File: src/rtl/sop_scan_pkg.sv
package sop_scan_pkg;
  typedef enum logic [1:0] {ST_IDLE, ST_READ, ST_CLEAR, ST_DONE} scanState_t;

  typedef struct packed {
    logic load;     // begin: index after lastIdx, counters cleared
    logic advance;  // step to next ring entry
    logic capture;  // record current entry as result
    logic setErr;   // record ring-exhausted result
  } dpCtl_t;
endpackage

File: src/rtl/sop_scan_dp.sv
module sop_scan_dp
  import sop_scan_pkg::*;
#(
  parameter int IDX_W = 4
) (
  input  logic             clk,
  input  logic             rstN,
  input  dpCtl_t           ctl,
  input  logic [IDX_W-1:0] lastIdx,
  input  logic [IDX_W:0]   ringLen,
  input  logic             rdOwn,
  output logic [IDX_W-1:0] curIdx,
  output logic             lastEntry,
  output logic [IDX_W-1:0] foundIdx,
  output logic             foundOwned,
  output logic             scanErr
);
  localparam int CNT_W = IDX_W + 1;

  logic [CNT_W-1:0] lenQ;
  logic [CNT_W-1:0] seenCnt;

  function automatic logic [IDX_W-1:0] nextOf(input logic [IDX_W-1:0] i,
                                              input logic [CNT_W-1:0] len);
    logic [CNT_W-1:0] inc;
    inc = {1'b0, i} + CNT_W'(1);
    return (inc >= len) ? '0 : inc[IDX_W-1:0];
  endfunction

  assign lastEntry = ((seenCnt + CNT_W'(1)) == lenQ);

  always_ff @(posedge clk) begin
    if (!rstN) begin
      lenQ       <= '0;
      seenCnt    <= '0;
      curIdx     <= '0;
      foundIdx   <= '0;
      foundOwned <= 1'b0;
      scanErr    <= 1'b0;
    end else begin
      if (ctl.load) begin
        lenQ    <= ringLen;
        curIdx  <= nextOf(lastIdx, ringLen);
        seenCnt <= '0;
      end else if (ctl.advance) begin
        curIdx  <= nextOf(curIdx, lenQ);
        seenCnt <= seenCnt + CNT_W'(1);
      end
      if (ctl.capture) begin
        foundIdx   <= curIdx;
        foundOwned <= rdOwn;
        scanErr    <= 1'b0;
      end else if (ctl.setErr) begin
        foundIdx   <= curIdx;
        foundOwned <= 1'b0;
        scanErr    <= 1'b1;
      end
    end
  end

  // walk stays inside the ring
  p_idx_in_ring_r3: assert property (@(posedge clk) disable iff (!rstN)
    (lenQ != '0) |-> ({1'b0, curIdx} < lenQ));
  // never examines more entries than the ring holds
  p_seen_bound_r7: assert property (@(posedge clk) disable iff (!rstN)
    (lenQ != '0) |-> (seenCnt < lenQ));
  // result only moves on capture/error
  p_result_hold_r9: assert property (@(posedge clk) disable iff (!rstN)
    !(ctl.capture || ctl.setErr) |=> $stable(foundIdx) && $stable(scanErr));
endmodule

File: src/rtl/sop_scan_ctrl.sv
module sop_scan_ctrl
  import sop_scan_pkg::*;
(
  input  logic   clk,
  input  logic   rstN,
  input  logic   laMode,
  input  logic   startStb,
  input  logic   rdValid,
  input  logic   rdOwn,
  input  logic   rdStp,
  input  logic   clrAck,
  input  logic   lastEntry,
  output dpCtl_t ctl,
  output logic   rdReq,
  output logic   clrReq,
  output logic   doneStb,
  output logic   busy
);
  scanState_t state, stateNxt;
  logic laQ;

  always_ff @(posedge clk) begin
    if (!rstN) begin
      state <= ST_IDLE;
      laQ   <= 1'b0;
    end else begin
      state <= stateNxt;
      if (state == ST_IDLE && startStb) laQ <= laMode;
    end
  end

  always_comb begin
    stateNxt = state;
    ctl      = '0;
    rdReq    = 1'b0;
    clrReq   = 1'b0;
    doneStb  = 1'b0;
    unique case (state)
      ST_IDLE: if (startStb) begin
        ctl.load = 1'b1;
        stateNxt = ST_READ;
      end
      ST_READ: begin
        rdReq = 1'b1;
        if (rdValid) begin
          if (!laQ || rdStp) begin
            ctl.capture = 1'b1;
            stateNxt    = ST_DONE;
          end else if (rdOwn) begin
            stateNxt = ST_CLEAR;
          end else if (lastEntry) begin
            ctl.setErr = 1'b1;
            stateNxt   = ST_DONE;
          end else begin
            ctl.advance = 1'b1;
          end
        end
      end
      ST_CLEAR: begin
        clrReq = 1'b1;
        if (clrAck) begin
          if (lastEntry) begin
            ctl.setErr = 1'b1;
            stateNxt   = ST_DONE;
          end else begin
            ctl.advance = 1'b1;
            stateNxt    = ST_READ;
          end
        end
      end
      ST_DONE: begin
        doneStb  = 1'b1;
        stateNxt = ST_IDLE;
      end
      default: stateNxt = ST_IDLE;
    endcase
  end

  assign busy = (state != ST_IDLE);

  // read and clear never overlap
  p_no_overlap_r8: assert property (@(posedge clk) disable iff (!rstN)
    !(rdReq && clrReq));
  // a clear only follows an owned, non-start entry in look-ahead mode
  p_clr_cause_r4: assert property (@(posedge clk) disable iff (!rstN)
    $rose(clrReq) |-> $past(rdValid && rdOwn && !rdStp && laQ));
  // done is a single pulse
  p_done_pulse_r9: assert property (@(posedge clk) disable iff (!rstN)
    doneStb |=> !doneStb);
  // plain mode never clears
  p_plain_noclr_r2: assert property (@(posedge clk) disable iff (!rstN)
    (busy && !laQ) |-> !clrReq);
endmodule

File: src/rtl/sop_scan_top.sv
module sop_scan_top
  import sop_scan_pkg::*;
#(
  parameter int IDX_W = 4
) (
  input  logic             clk,
  input  logic             rstN,
  input  logic             laMode,
  input  logic             startStb,
  input  logic [IDX_W-1:0] lastIdx,
  input  logic [IDX_W:0]   ringLen,
  output logic             rdReq,
  output logic [IDX_W-1:0] rdIdx,
  input  logic             rdValid,
  input  logic             rdOwn,
  input  logic             rdStp,
  output logic             clrReq,
  output logic [IDX_W-1:0] clrIdx,
  input  logic             clrAck,
  output logic             doneStb,
  output logic [IDX_W-1:0] foundIdx,
  output logic             foundOwned,
  output logic             scanErr,
  output logic             busy
);
  dpCtl_t           ctl;
  logic             lastEntry;
  logic [IDX_W-1:0] curIdx;

  sop_scan_ctrl u_ctrl (
    .clk(clk), .rstN(rstN), .laMode(laMode), .startStb(startStb),
    .rdValid(rdValid), .rdOwn(rdOwn), .rdStp(rdStp), .clrAck(clrAck),
    .lastEntry(lastEntry), .ctl(ctl), .rdReq(rdReq), .clrReq(clrReq),
    .doneStb(doneStb), .busy(busy)
  );

  sop_scan_dp #(.IDX_W(IDX_W)) u_dp (
    .clk(clk), .rstN(rstN), .ctl(ctl), .lastIdx(lastIdx), .ringLen(ringLen),
    .rdOwn(rdOwn), .curIdx(curIdx), .lastEntry(lastEntry),
    .foundIdx(foundIdx), .foundOwned(foundOwned), .scanErr(scanErr)
  );

  assign rdIdx  = curIdx;
  assign clrIdx = curIdx;

  // requests held with stable index until answered
  p_rd_hold_r8: assert property (@(posedge clk) disable iff (!rstN)
    (rdReq && !rdValid) |=> rdReq && $stable(rdIdx));
  p_clr_hold_r8: assert property (@(posedge clk) disable iff (!rstN)
    (clrReq && !clrAck) |=> clrReq && $stable(clrIdx));
endmodule

File: config.mk
export PLATFORM = sky130hd
export DESIGN_NAME = sop_scan_top
export DESIGN_NICKNAME = d
export VERILOG_FILES = /design/src/rtl/sop_scan_pkg.sv /design/src/rtl/sop_scan_dp.sv /design/src/rtl/sop_scan_ctrl.sv /design/src/rtl/sop_scan_top.sv
export SDC_FILE = /design/constraint.sdc
export NUM_CORES = 1
export LEC_CHECK = 0
export BUFFER_PORTS_ARGS = -buffer_cell sky130_fd_sc_hd__buf_2
export CORE_MARGIN = 2
export CORE_UTILIZATION = 59
export DETAILED_ROUTE_END_ITERATION = 8
export PLACE_DENSITY = 0.85
export SYNTH_ARGS = -nofsm -noshare
export SYNTH_HDL_FRONTEND = slang
export SYNTH_SLANG_ARGS = --single-unit
File: constraint.sdc
create_clock -name clk -period 4.9 [get_ports clk]
set_input_delay 1.225 -clock clk [delete_from_list [all_inputs] [get_ports clk]]
set_output_delay 1.225 -clock clk [all_outputs]
set_load 0.03 [all_outputs]
# After elaboration in Yosys (flattened, before gate mapping)
# Cells that the tools add are included.
dict set report classes {
  n_addsub 3
  bitwise 1
  n_reduce_logical 10
  eq_ne 8
  mux 34
  order_cmp 2
}
# cell count
set op_table {}
lappend op_table {{4-bit two-way mux} 6}
lappend op_table {{1-bit two-way mux} 17}
lappend op_table {{2-bit two-way mux} 7}
lappend op_table {{4-bit by 1-bit adder with 5-bit output, second input constant} 2}
lappend op_table {{5-bit greater-or-equal comparator} 2}
lappend op_table {{2-bit one-hot mux with 4 select lines} 1}
lappend op_table {{2-bit inequality test, second input constant} 3}
lappend op_table {{2-bit nonzero test} 3}
lappend op_table {{5-bit by 1-bit adder with 5-bit output, second input constant} 1}
lappend op_table {{5-bit equality test} 1}
lappend op_table {{2-bit equality test, second input constant} 2}
lappend op_table {{4-bit by 3-bit inequality test with 1-bit output, second input constant} 1}
lappend op_table {{1-bit one-hot mux with 2 select lines} 2}
lappend op_table {{4-bit AND reduction} 1}
lappend op_table {{2-bit OR reduction} 2}
lappend op_table {{3-bit two-way mux} 1}
lappend op_table {{2-bit by 1-bit equality test with 1-bit output, second input constant} 1}
lappend op_table {{2-bit logical NOT} 1}
lappend op_table {{1-bit logical AND} 1}
lappend op_table {{1-bit logical NOT} 1}
lappend op_table {{1-bit logical OR} 1}
lappend op_table {{1-bit inverter} 1}
dict set report totals {
  register_bits 23
  elab_cells 66
}

# Logic depth before layout (Yosys ltp)
dict set report depth {
  ltp_word 9
  depth_mapped 9
  ltp_nobuf 9
}

# Hierarchy
# A second synthesis with hierarchy kept.
dict set report unflattened {
  hier_cells 187
  hier_area_um2 1551.5
}
# mod area_per_inst_um2 n_inst cells_per_inst
set modules_own_cells {}
lappend modules_own_cells {sop_scan_dp 1223.7 1 146}
lappend modules_own_cells {sop_scan_ctrl 297.8 1 37}
lappend modules_own_cells {sop_scan_top 30.0 1 4}

# Least setup slack after synthesis
# No wires, ideal clock.
dict set report synth_path {
  kind {in2reg}
  startpoint {input port lastIdx[0]}
  endpoint {register u_dp.curIdx[3]}
  required_time_ps 4780
  path_stages 9
  setup_ps 120
  setup_slack_ps 2056
  t_arrival_ps 2724
  cell_sequence {ha_1 xnor2_1 inv_1 ha_1 a21o_1 a31oi_1 o21ai_0 nor2b_1 o31a_1}
}
dict set report synth_between {
  elab_chain_cells 4
}
# item line
set synth_rtl {}
lappend synth_rtl {{from (decl)} sop_scan_top.sv:10} ;# input logic [IDX_W-1:0] lastIdx,
lappend synth_rtl {{4-bit by 1-bit adder with 5-bit output (*)} sop_scan_dp.sv:26} ;# inc = {1'b0, i} + CNT_W'(1);
lappend synth_rtl {{5-bit greater-or-equal comparator} sop_scan_dp.sv:27} ;# return (inc >= len) ? '0 : inc[IDX_W-1:0];
lappend synth_rtl {{4-bit two-way mux (*)} sop_scan_dp.sv:27}
lappend synth_rtl {{4-bit two-way mux (*)} sop_scan_dp.sv:41} ;# if (ctl.load) begin
lappend synth_rtl {{to (signal assigned)} sop_scan_dp.sv:43} ;# curIdx <= nextOf(lastIdx, ringLen);
lappend synth_rtl {{to (signal assigned)} sop_scan_dp.sv:46} ;# curIdx <= nextOf(curIdx, lenQ);
lappend synth_rtl {{to (decl)} sop_scan_dp.sv:12} ;# output logic [IDX_W-1:0] curIdx,
# Every way passes the cells marked *; elsewhere a longest branch is shown, timed or not.
# A chain may end at the register's enable or synchronous reset.

# Final worst setup path
# Ends and elaborated chain as after synthesis.

==> impl_results.html <==
<table>
<tr><th>Metric</th><th>Value</th></tr>
<tr><th colspan="2">Worst setup path</th></tr>
<tr><td>Endpoint type of the worst setup path</td><td>register</td></tr>
<tr><td>Data required, critical path</td><td>5.12 ns</td></tr>
<tr><td>Largest fanout on the critical path</td><td>4</td></tr>
<tr><td>Start-to-end type of the worst setup path</td><td>in2reg</td></tr>
<tr><td>Startpoint type of the worst setup path</td><td>primary input</td></tr>
<tr><td>CP Data Arrival Time</td><td>3.09 ns</td></tr>
<tr><th colspan="2">Synth</th></tr>
<tr><td>Number of nets produced by synthesis</td><td>239</td></tr>
<tr><td>Fraction of the mapped netlist area in adder cells</td><td>0.134</td></tr>
<tr><td>Area share of the largest cell type after synthesis</td><td>0.273</td></tr>
<tr><td>Top cell types by occurrence after synthesis</td><td>sky130_fd_sc_hd__nand2_1, sky130_fd_sc_hd__dfxtp_1, sky130_fd_sc_hd__ha_1, sky130_fd_sc_hd__a21oi_1, sky130_fd_sc_hd__inv_1</td></tr>
<tr><td>Primary FF master, synth</td><td>sky130_fd_sc_hd__dfxtp_1</td></tr>
<tr><td>Count leader, synth</td><td>sky130_fd_sc_hd__nand2_1</td></tr>
<tr><td>Sequential element share of the synthesized area</td><td>0.273</td></tr>
<tr><td>Main combinational cell family by area after synthesis</td><td>compound AO/OA/AOI/OAI gates</td></tr>
<tr><td>Cell type with the largest total area after synthesis</td><td>sky130_fd_sc_hd__dfxtp_1</td></tr>
<tr><td>Post-synthesis share of cell area spent on and, or, nand and nor gates</td><td>0.190</td></tr>
<tr><td>Xor and xnor fraction of the mapped netlist area</td><td>0.0564</td></tr>
<tr><td>Fraction of the mapped netlist area in compound gates</td><td>0.240</td></tr>
<tr><td>Top cells by area in the synthesized netlist</td><td>sky130_fd_sc_hd__dfxtp_1, sky130_fd_sc_hd__ha_1, sky130_fd_sc_hd__nand2_1, sky130_fd_sc_hd__a21oi_1, sky130_fd_sc_hd__xnor2_1</td></tr>
<tr><td>Total of warnings raised by yosys</td><td>0</td></tr>
<tr><td>Gate count after technology mapping</td><td>204</td></tr>
<tr><td>Ys async rst share</td><td>0</td></tr>
<tr><td>Post-synthesis area per instance</td><td>8.27 µm²</td></tr>
<tr><td>Area of the mapped netlist</td><td>0.00169 mm²</td></tr>
<tr><td>Count of distinct cell types in the synthesized netlist</td><td>48</td></tr>
<tr><td>Number of synthesized flops with an enable pin</td><td>0</td></tr>
<tr><td>Synth Register Bits</td><td>23</td></tr>
<tr><td>Mux contribution to synthesized area</td><td>0.0237</td></tr>
<tr><th colspan="2">Global route</th></tr>
<tr><td>Gr usage total</td><td>0.232</td></tr>
<tr><td>Initial antenna violation count</td><td>0</td></tr>
<tr><td>Vias in the first global route</td><td>1,376</td></tr>
<tr><td>Remaining Overflow, GRT</td><td>0</td></tr>
<tr><td>Wire length of the first global-routing pass</td><td>6110 µm</td></tr>
<tr><td>Maximum number of pins on one net before global-route repair</td><td>16</td></tr>
<tr><th colspan="2">Floorplanning</th></tr>
<tr><td>Initial cell density of the core</td><td>0.617</td></tr>
<tr><td>Core area</td><td>0.00273 mm²</td></tr>
<tr><td>Horizontal die dimension</td><td>57.5 µm</td></tr>
<tr><td>Area of the die</td><td>0.00330 mm²</td></tr>
<tr><td>Die Height</td><td>57.5 µm</td></tr>
<tr><td>Rows</td><td>19</td></tr>
<tr><td>Boundary Pins</td><td>35</td></tr>
<tr><th colspan="2">Cells and area</th></tr>
<tr><td>Final net count</td><td>265</td></tr>
<tr><td>FILL cells</td><td>244</td></tr>
<tr><td>Sequential cell area</td><td>460 µm²</td></tr>
<tr><td>Footprint of the multi-input gates</td><td>0.00109 mm²</td></tr>
<tr><td>Layout-stage area growth over the synthesis result</td><td>9.20%</td></tr>
<tr><td>Share of post-route cells with drive strength above 1</td><td>0.205</td></tr>
<tr><td>Non-filler cells, final</td><td>260</td></tr>
<tr><td>Antenna diodes</td><td>0</td></tr>
<tr><th colspan="2">Route</th></tr>
<tr><td>Detailed-router iteration count before antenna repair</td><td>4</td></tr>
<tr><td>Number of antenna-violating nets in the routed design</td><td>0</td></tr>
<tr><td>DRC viols</td><td>0</td></tr>
<tr><td>Total wire length after detailed routing</td><td>3590 µm</td></tr>
<tr><td>Avg Vias per Cell</td><td>5.86</td></tr>
<tr><td>Drt first-iter violations</td><td>42</td></tr>
<tr><td>Via total after detailed routing</td><td>1,524</td></tr>
<tr><td>Wirelength per Cell</td><td>13.8 µm</td></tr>
<tr><th colspan="2">Timing</th></tr>
<tr><td>Worst clock skew on the final layout</td><td>0.00180 ns</td></tr>
<tr><td>Final hold viol count</td><td>0</td></tr>
<tr><td>Max_slew headroom</td><td>0.375</td></tr>
<tr><td>Shortest clock period the worst path allows after layout</td><td>2.86 ns</td></tr>
<tr><td>Period utilization</td><td>0.584</td></tr>
<tr><td>Setup_tns</td><td>0 ns</td></tr>
<tr><td>Number of failing setup endpoints in the final timing report</td><td>0</td></tr>
<tr><td>Worst-case setup margin in the final layout</td><td>2.04 ns</td></tr>
<tr><td>Measured slew at the worst slew-check pin</td><td>0.933 ns</td></tr>
<tr><td>Maximum clock rate</td><td>0.349 GHz</td></tr>
<tr><td>Unrepaired setup endpoints after global routing</td><td>false</td></tr>
<tr><td>Number of pins with negative max-slew slack in the final report</td><td>0</td></tr>
<tr><th colspan="2">CTS</th></tr>
<tr><td>Cell at the root of the clock tree</td><td>sky130_fd_sc_hd__clkbuf_4</td></tr>
<tr><td>Clock tree from TritonCTS</td><td>yes</td></tr>
<tr><td>TritonCTS sink count</td><td>23</td></tr>
<tr><td>Post_cts resized</td><td>0</td></tr>
<tr><td>Latest clock arrival within the worst-skew pair</td><td>0.32 ns</td></tr>
<tr><td>Largest buffer count on any clock path</td><td>2</td></tr>
<tr><td>Setup Fix Bufs, Post-CTS</td><td>0</td></tr>
<tr><td>Clock-pin slew reported for the worst setup and hold paths after clock tree synthesis</td><td>0.13 ns</td></tr>
<tr><td>Number of hold buffers added after cts</td><td>0</td></tr>
<tr><td>Number of CTS-inserted buffers</td><td>3</td></tr>
<tr><td>CTS HTree Levels</td><td>1</td></tr>
<tr><th colspan="2">Power and ir drop</th></tr>
<tr><td>Portion of total power attributed to sequential cells</td><td>0.365</td></tr>
<tr><td>Max rail drop VDD</td><td>0.000258 V</td></tr>
<tr><td>Lkg Pwr</td><td>0.863 nW</td></tr>
<tr><td>Net switching component of the power</td><td>294 µW</td></tr>
<tr><td>Cell-internal power</td><td>359 µW</td></tr>
<tr><td>Fraction of power consumed by the clock network</td><td>0.140</td></tr>
<tr><td>Overall power after layout</td><td>653 µW</td></tr>
<tr><td>Switch share</td><td>0.450</td></tr>
<tr><td>Power per cell area</td><td>354 mW/mm²</td></tr>
<tr><td>Combinational share of power</td><td>0.494</td></tr>
<tr><th colspan="2">Place</th></tr>
<tr><td>Count of input and output buffers</td><td>34</td></tr>
<tr><td>Post-placement worst setup slack</td><td>1.71 ns</td></tr>
<tr><td>Total instance count after detailed placement</td><td>256</td></tr>
<tr><td>Routability Congestion</td><td>0.831</td></tr>
<tr><td>Post-DP HPWL</td><td>2800 µm</td></tr>
<tr><th colspan="2">Run status</th></tr>
<tr><td>Run status</td><td>finished, final reports clean</td></tr>
<tr><th colspan="2">Run</th></tr>
<tr><td>Max-cap violation count</td><td>0</td></tr>
<tr><th colspan="2">Min path</th></tr>
<tr><td>Type of the tightest min-delay check</td><td>reg2reg</td></tr>
</table>
cell usage in the layout (no fill, tap or decap), types with 2 or more instances in the layout:
cell	n
sky130_fd_sc_hd__nor2b_1	2
sky130_fd_sc_hd__a21o_1	2
sky130_fd_sc_hd__o211ai_1	4
sky130_fd_sc_hd__nand3_1	5
sky130_fd_sc_hd__ha_1	18
sky130_fd_sc_hd__clkbuf_4	3
sky130_fd_sc_hd__o2111ai_1	2
sky130_fd_sc_hd__a21oi_1	17
sky130_fd_sc_hd__xnor2_1	7
sky130_fd_sc_hd__nor2_1	4
sky130_fd_sc_hd__inv_1	16
sky130_fd_sc_hd__buf_2	34
sky130_fd_sc_hd__dfxtp_1	23
sky130_fd_sc_hd__or3_1	2
sky130_fd_sc_hd__nor3_1	4
sky130_fd_sc_hd__nand2b_1	3
sky130_fd_sc_hd__nand2_1	32
sky130_fd_sc_hd__mux2i_1	4
sky130_fd_sc_hd__nand3b_1	2
sky130_fd_sc_hd__o21ai_0	5
sky130_fd_sc_hd__xor2_1	2
sky130_fd_sc_hd__or4_1	3
sky130_fd_sc_hd__o211a_1	2
sky130_fd_sc_hd__a31oi_1	4
sky130_fd_sc_hd__a211oi_2	2
sky130_fd_sc_hd__o31ai_1	2
sky130_fd_sc_hd__o31a_1	2
sky130_fd_sc_hd__and3_1	4
critical path, stage by stage:
cell	delay (ns)
sky130_fd_sc_hd__buf_2	0.12
sky130_fd_sc_hd__ha_1	0.21
sky130_fd_sc_hd__xnor2_1	0.23
sky130_fd_sc_hd__inv_1	0.07
sky130_fd_sc_hd__ha_1	0.29
sky130_fd_sc_hd__a21o_1	0.10
sky130_fd_sc_hd__a31oi_1	0.03
sky130_fd_sc_hd__o21ai_0	0.40
sky130_fd_sc_hd__nor2b_1	0.10
sky130_fd_sc_hd__o31a_1	0.31
layout make-up:
cell class | instances | share of cell area
clock buffer | 4 | 0.0143
inverter | 16 | 0.0326
multi-input combinational | 152 | 0.590
timing repair buffer | 34 | 0.0924
tap | 31 | 0.0211
sequential | 23 | 0.250
per-layer routing:
layer	vias up	global-route usage	wire [µm]	share of wire
met5	-	0	0	0
li1	776	-	-	-
met3	5	0.0272	172	0.048
met4	0	0.0698	47	0.013
met2	42	0.372	1640	0.46
met1	701	0.328	1730	0.48
sequential cells by signal (all words and copies together) (netlist names):
name and cells:
u_dp.seenCnt 5, u_ctrl.state 2, u_dp.scanErr 1, u_dp.foundOwned 1, u_dp.foundIdx 4, u_ctrl.laQ 1, u_dp.curIdx 4, u_dp.lenQ 5
metrics by stage:
step	hold WS (ns)	util	instance area, µm²
6_report	0.468	0.674	1840
5_1_grt	0.484	0.674	1840
4_1_cts	0.470	0.674	1840
3_5_place_dp	0.452	0.664	1820
3_3_place_gp	0.443	0.664	1820
2_1_floorplan	0.458	-	1690
worst paths after layout:
kind                    start          endpoint  slack (ns)  cells after the start
min          u_dp.foundIdx[1]  u_dp.foundIdx[1]        0.47                      2
max                lastIdx[0]    u_dp.curIdx[3]        2.04                     10
max reg2reg    u_dp.curIdx[0]    u_dp.curIdx[1]        2.48                      8
min reg2reg  u_dp.foundIdx[1]  u_dp.foundIdx[1]        0.47                      2
power groups by stage:
| stage | clock network (mW) | registers [mW] | logic (mW) |
|---|---|---|---|
| detailed placement | 0 | 0.242 | 0.321 |
| floorplan | 0 | 0.249 | 0.248 |
| finish | 0.0915 | 0.239 | 0.323 |
| global route | 0.0980 | 0.242 | 0.360 |
| global placement | 0 | 0.241 | 0.316 |
| CTS | 0.0917 | 0.238 | 0.323 |
kinds of logic after synthesis:
family,Yosys count
muxes,4
AOI/OAI and AO/OA,55
adders and majority gates,18
buffers and inverters,29
DFF,23
xor gates and xnor gates,10
and+or+nand+nor,65
Power figures use the tool's default switching activity.
